$ cat src/rtl/cell_poll_rx.sv
module cell_poll_rx #(
  parameter int NPORT = 4,
  parameter int CELL_LEN = 52,
  parameter int DW = 8,
  localparam int AW = (NPORT > 1) ? $clog2(NPORT) : 1,
  localparam int CW = $clog2(CELL_LEN + 1)
) (
  input  logic          clk,
  input  logic          rst_n,
  output logic [AW-1:0] poll_addr,
  output logic          rd_en,
  input  logic          port_avail,
  input  logic [DW-1:0] rx_data,
  input  logic          rx_soc,
  output logic          cell_valid,
  output logic [DW-1:0] cell_data,
  output logic          cell_sop,
  output logic          cell_eop,
  output logic [AW-1:0] cell_port,
  output logic          cell_err
);

  function automatic logic [AW-1:0] step(input logic [AW-1:0] a);
    return (a == AW'(NPORT - 1)) ? '0 : a + 1'b1;
  endfunction

  logic [NPORT-1:0] rdy;
  logic [AW-1:0]    pcnt, cur, poll_q1, cur_q1, pick, scan;
  logic [CW-1:0]    rcnt, bcnt;
  logic [1:0]       hold;
  logic             selq, ren_d1, in_cell, any;

  always_comb begin
    any  = 1'b0;
    pick = cur;
    scan = cur;
    for (int k = 0; k < NPORT; k++) begin
      scan = step(scan);
      if (!any && rdy[scan]) begin
        any  = 1'b1;
        pick = scan;
      end
    end
  end

  always_ff @(posedge clk or negedge rst_n) begin
    if (!rst_n) begin
      poll_addr <= '0;
      rd_en     <= 1'b0;
      selq      <= 1'b0;
      rcnt      <= '0;
      pcnt      <= '0;
      cur       <= '0;
      hold      <= '0;
      rdy       <= '0;
      poll_q1   <= '0;
      ren_d1    <= 1'b0;
      cur_q1    <= '0;
    end else begin
      poll_q1 <= poll_addr;
      ren_d1  <= rd_en;
      cur_q1  <= cur;
      if (hold != 2'd0) hold <= hold - 1'b1;
      if (!(poll_q1 == cur && hold != 2'd0)) rdy[poll_q1] <= port_avail;
      if (selq) begin
        selq      <= 1'b0;
        rd_en     <= 1'b1;
        rcnt      <= '0;
        poll_addr <= pcnt;
        pcnt      <= step(pcnt);
      end else if (rd_en && rcnt != CW'(CELL_LEN - 1)) begin
        rcnt      <= rcnt + 1'b1;
        poll_addr <= pcnt;
        pcnt      <= step(pcnt);
      end else begin
        rd_en <= 1'b0;
        if (any) begin
          selq      <= 1'b1;
          cur       <= pick;
          poll_addr <= pick;
          rdy[pick] <= 1'b0;
          hold      <= 2'd2;
        end else begin
          poll_addr <= pcnt;
          pcnt      <= step(pcnt);
        end
      end
    end
  end

  always_ff @(posedge clk or negedge rst_n) begin
    if (!rst_n) begin
      cell_valid <= 1'b0;
      cell_data  <= '0;
      cell_sop   <= 1'b0;
      cell_eop   <= 1'b0;
      cell_port  <= '0;
      cell_err   <= 1'b0;
      in_cell    <= 1'b0;
      bcnt       <= '0;
    end else begin
      cell_valid <= 1'b0;
      cell_sop   <= 1'b0;
      cell_eop   <= 1'b0;
      cell_err   <= 1'b0;
      if (ren_d1) begin
        if (rx_soc) begin
          cell_valid <= 1'b1;
          cell_sop   <= 1'b1;
          cell_err   <= in_cell;
          cell_data  <= rx_data;
          cell_port  <= cur_q1;
          in_cell    <= 1'b1;
          bcnt       <= CW'(1);
        end else if (in_cell) begin
          cell_valid <= 1'b1;
          cell_data  <= rx_data;
          cell_port  <= cur_q1;
          bcnt       <= bcnt + 1'b1;
          if (bcnt == CW'(CELL_LEN - 1)) begin
            cell_eop <= 1'b1;
            in_cell  <= 1'b0;
          end
        end
      end
    end
  end

endmodule

$ cat config.mk
export PLATFORM = sky130hd
export DESIGN_NAME = cell_poll_rx
export DESIGN_NICKNAME = d
export VERILOG_FILES = /design/src/rtl/cell_poll_rx.sv
export SDC_FILE = /design/constraint.sdc
export NUM_CORES = 1
export LEC_CHECK = 0
export CAP_MARGIN = 40
export CORE_MARGIN = 2
export CORE_UTILIZATION = 45
export DETAILED_ROUTE_END_ITERATION = 10
export GPL_TIMING_DRIVEN = 0
export PLACE_DENSITY = 0.67
export REMOVE_ABC_BUFFERS = 1
export SETUP_SLACK_MARGIN = 0.15
export SLEW_MARGIN = 20
export SYNTH_ARGS = -nofsm -noshare
export SYNTH_HDL_FRONTEND = slang
export SYNTH_SLANG_ARGS = --single-unit
$ cat constraint.sdc
create_clock -name clk -period 3.11 [get_ports clk]
set_input_delay 0.311 -clock clk [delete_from_list [all_inputs] [get_ports clk]]
set_output_delay 0.311 -clock clk [all_outputs]
set_load 0.02 [all_outputs]
# Word-level counts from Yosys, hierarchy flattened

Index checks and enable logic that the tools add are counted.

Register bits: 46
Input bits: 12
Output and inout bits: 17
Word-level logic and storage cells: 131

Add/sub/neg operators: 8
$lt $le $gt $ge: 8
Eq/ne operators: 10
Mux-type cells: 67
Bitwise gates (word level): 4
Reduce and logical (&&, ||, !) cells: 15

Operator list:

| cell                | count |
|---|---|
| $mux 2              | 21 |
| $mux 1              | 29 |
| $mux 6              | 4 |
| $lt 2x3->1 const B  | 6 |
| $mux 4              | 4 |
| $mux 8              | 2 |
| $add 6x1->6 const B | 2 |
| $add 2x1->2 const B | 5 |
| $eq 2x2->1 const B  | 5 |
| $bmux 1 s2          | 4 |
| $logic_and 1x1->1   | 7 |
| $eq 6x6->1 const B  | 1 |
| $ne 6x6->1 const B  | 1 |
| $reduce_bool 2->1   | 3 |
| $and 4x4->4         | 1 |
| $bwmux 4            | 1 |
| $demux 1 s2         | 2 |
| $ge 2x1->1 const B  | 2 |
| $not 4->4           | 1 |
| $logic_not 1->1     | 3 |
| $ne 3x2->1 const B  | 1 |
| $reduce_and 3->1    | 1 |
| $eq 2x2->1          | 1 |
| $ne 2x2->1 const B  | 1 |
| other kinds (3)     | 4 |

# Longest topological paths before layout

Depth after elaboration: 23
Depth in mapped cells: 7
Depth with buffers taken out: 7

# Worst setup path before layout

Ideal clock, no wire load.

Path kind: register to register
Start: register cur[0]
End: register poll_addr[1]
Library setup time: 152 ps
Arrival time: 1937 ps
Required time: 2958 ps
Path slack: 1020 ps
Cell stages (with the launch flop): 8
Path buffers: 1
Clock period less this slack: 2090 ps
Path through: dfrtp_1 > ha_1 > or2_1 > buf_6 > a211oi_1 > a32oi_1 > a222oi_1 > o21ai_0

Cells in the longest elaborated chain, start to end: 17
Elaborated cells on any way between the ends: 37
Those cells by class: add/sub: 4; eq/ne: 4; mux: 23; reduce/logical: 6

Ends and longest elaborated chain:

| element                                              | line | RTL |
|---|---|---|
| start, declared                                      | 28   | `logic [AW-1:0] pcnt, cur, poll_q1, cur_q1, pick, scan;` |
| start signal, assigned                               | 79   | `cur <= pick;` |
| $add 2x1->2 or $eq 2x2->1 (tied branches)            | 24   | `return (a == AW'(NPORT - 1)) ? '0 : a + 1'b1;` |
| $mux 2 *                                             | 24   |  |
| branches (longest 12 deep; another with $add 2x1->2) | --   |  |
| $mux 2 *                                             | 77   | `if (any) begin` |
| $mux 2 *                                             | 71   | `end else if (rd_en && rcnt != CW'(CELL_LEN - 1)) begin` |
| $mux 2 *                                             | 65   | `if (selq) begin` |
| end signal, assigned                                 | 69   | `poll_addr <= pcnt;` |
| end signal, assigned                                 | 73   | `poll_addr <= pcnt;` |
| end signal, assigned                                 | 80   | `poll_addr <= pick;` |
| end, declared                                        | 10   | `output logic [AW-1:0] poll_addr,` |

Every way passes the cells marked *. The select of a mux whose other input is x is not followed.
A chain may end at the register's enable or synchronous reset.

# Final worst setup path

Same ends and word-level chain as after synthesis.

==> results.yml <==
status:
  status: "completed"
setup_path:
  critPathLaunchType: "flop"
  cpMaxStageDelayCell: "a222oi_1"
  worstReg2RegStart: "cur[0]"
  cp_cell_sequence: "ha_1 > or2_1 > a211oi_1 > a32oi_1 > a222oi_1 > o21ai_0"
  max_stage_delay_ns: 0.69
  crit_family: "compound AO/OA/AOI/OAI gates"
  critPathLaunch: "cur[0]"
  worstSetupPathType: "flop to flop"
  arrival_ns: 2.62
  cp-end-kind: "flop"
  critPathRequiredTime_ns: 3.25
  critPathBufInv: 0
  critical_path.max_fanout: 9
sta:
  period_share: 0.7998
  period_needed_ns: 2.487
  finClkSkew_ns: 0.009019
  slew_headroom: 0.4324
  max_freq_ghz: 0.4020
  drv_slew: 0
  setup_viol: 0
  fin_ws_ns: 0.6227
  fin_hold_ws_ns: 0.3816
  tightest_slew_ns: 0.8514
  hold_viol_final: 0
  setup_tns_ns: 0
  grt_setup_unrepaired: "false"
final_layout:
  regArea_um2: 1151
  final_cell_area_um2: 2589
  final_nets: 259
  antenna-diode-count: 0
  finalNonFillerCells: 298
  fin_util: 0.5554
  fillerInstances: 413
  area_delta_synth_final_pct: 20.29
  layout-drive-gt1-share: 0.08197
  multi_input_area_um2: 910.9
logic_synthesis:
  synth.area.mux_share: 0.03953
  synth.distinct_cells: 45
  synth_warnings: 0
  netlist.area_leader.share: 0.5349
  synth_area_per_cell_um2: 10.01
  synth_cells: 215
  synth_fa_ha_area_frac: 0.02326
  synth.area.top_cells: "dfrtp_1, nand2_1, nor2_1"
  synth_top_family_by_area: "simple AND/OR/NAND/NOR gates"
  yosysSeqAreaShare: 0.5349
  synth_top_area_cell: "dfrtp_1"
  synth.cell_area_um2: 2152
  synthXorXnorAreaFrac: 0.03256
  synth.most_common_cell: "dfrtp_1"
  synthSimpleGateAreaFrac: 0.1773
  synth-async-reset-ratio: 1.000
  yosys-top-cells-count: "dfrtp_1, nand2_1, nor2_1, inv_1, clkbuf_1"
  synth_seq_cells: 46
  synth_ff_type: "dfrtp_1"
  synth_compound_area_frac: 0.1506
  synth_edf_count: 0
clocking:
  path_clk_slew_ns: 0.08
  clk_latency_ns: 0.29
  cts_sinks: 46
  cts_buffers: 5
  ctsHtreeMaxLevel: 2
  ctsRootBufferMaster: "clkbuf_8"
  clk_path_buf_depth: 2
  cts_tree: "yes"
  post_cts_resized: 0
  cts_hold_buffers: 1
  cts_setup_buffers: 0
power:
  power.density_nw_per_um2: 939.2
  power_mw: 2.431
  peakVddDrop_v: 0.0007287
  leakagePower_nw: 1.166
grt:
  grt_pass1_vias: 1435
  track_usage: 0.1606
  antenna_found_initial: 0
  grt_pass1_wl_um: 6699
  grt_max_degree: 33
  gr-total-overflow: 0
detailed_routing:
  drc: 0
  drt-met1-wl_um: 1894
  drt_iter0_markers: 89
  top_layer: "met4"
  detail-route-antenna-nets: 0
  routed_wl_um: 4044
  drt_first_pass_iters: 4
  wl_met3_um: 158
  met2WireLength_um: 1957
  vias_per_cell: 5.292
  wire_per_inst_um: 13.57
  vias: 1577
worst_hold_path:
  holdCritPathClass: "flop to flop"
  hp-start: "poll_addr[0]"
floorplanning:
  core_region_area_um2: 4661
  start_util: 0.4617
  die_area_um2: 5352
  fp.dieW_um: 73.16
  io_pins: 29
  dieHeight_um: 73.16
  rows: 25
placed_design:
  dp.cells: 289
  place_area_um2: 2474
  place_congestion: 0.7502
  dpl.hpwl_um: 2856
  pre_cts_ws_ns: 0.5825
  port_buffers: 28
job:
  max-cap-violations: 0
-- worst reg2reg max path, delay by kind of cell, from the launching register on --
kind | cells | cell delay [ns]
fa+ha+maj | 1 | 0.29
flops | 1 | 0.48
compound gates | 4 | 1.24
simple gates | 1 | 0.33
-- layout by cell type, fill, tap and decap left out, types with 2 or more instances in the layout --
master,netlist,routed
nand4_1,5,5
mux2_2,4,4
ha_1,4,4
dfrtp_1,46,46
a21o_2,2,2
o211ai_1,2,2
o2bb2ai_1,2,2
nand2b_1,3,3
nor3_1,3,3
nor2_1,16,16
a211o_1,2,2
a211oi_1,3,3
mux2i_1,4,4
nand2_1,43,43
nor4_1,3,3
xor2_1,6,6
and2_1,2,2
o31a_1,2,2
o21a_1,3,3
a21oi_1,5,5
o21ai_0,6,5
clkdlybuf4s50_1,0,27
inv_1,10,10
and3_1,2,2
xnor2_1,2,2
nand3_1,5,5
o22ai_1,4,4
clkbuf_8,0,7
-- state kept, by name (all words and copies together), names as in the netlist, 4 cells and up --
name,cells
rcnt,6
bcnt,6
rdy,4
cell_data,8
-- routing by layer --
metal	global-route usage	vias to the layer above
met3	0.03729	2
met2	0.2523	26
met1	0.2159	746
met5	0	-
li1	-	803
met4	0.05967	0
-- kinds of logic (layout without fill, tap and decap cells) --
group	after synthesis	in the layout
adder cells (fa/ha/maj)	4	4
flip-flops	46	46
multiplexers	8	8
XOR/XNOR	8	8
AO/OA/AOI/OAI	42	42
buffers and inverters	21	50
AND/OR/NAND/NOR	86	86
-- power breakdown --
group / total (mW) / switching, mW / leakage (nW) / internal (mW)
combinational: 1.02 / 0.537 / 0.559 / 0.485
sequential: 1.01 / 0.217 / 0.553 / 0.792
clock: 0.400 / 0.196 / 0.0544 / 0.204
-- final cells by class --
class / count / share of cell area
flip-flops and latches: 46 / 0.4447
multi-input cells: 148 / 0.3519
repair buffers: 31 / 0.1208
clock buffers: 7 / 0.03722
well taps: 54 / 0.02610
inverters: 11 / 0.01595
clock inverters: 1 / 0.003383
-- final timing paths --
check,to,cells after the start,slack [ns]
setup / recovery,poll_addr[1],6,0.62
hold / removal,poll_q1[0],0,0.38
setup reg to reg,poll_addr[1],6,0.62
hold reg to reg,poll_q1[0],0,0.38
max in group asynchronous,rdy[1],3,2.18
min in group asynchronous,rcnt[5],2,0.44
Power figures use the tool's default switching activity.
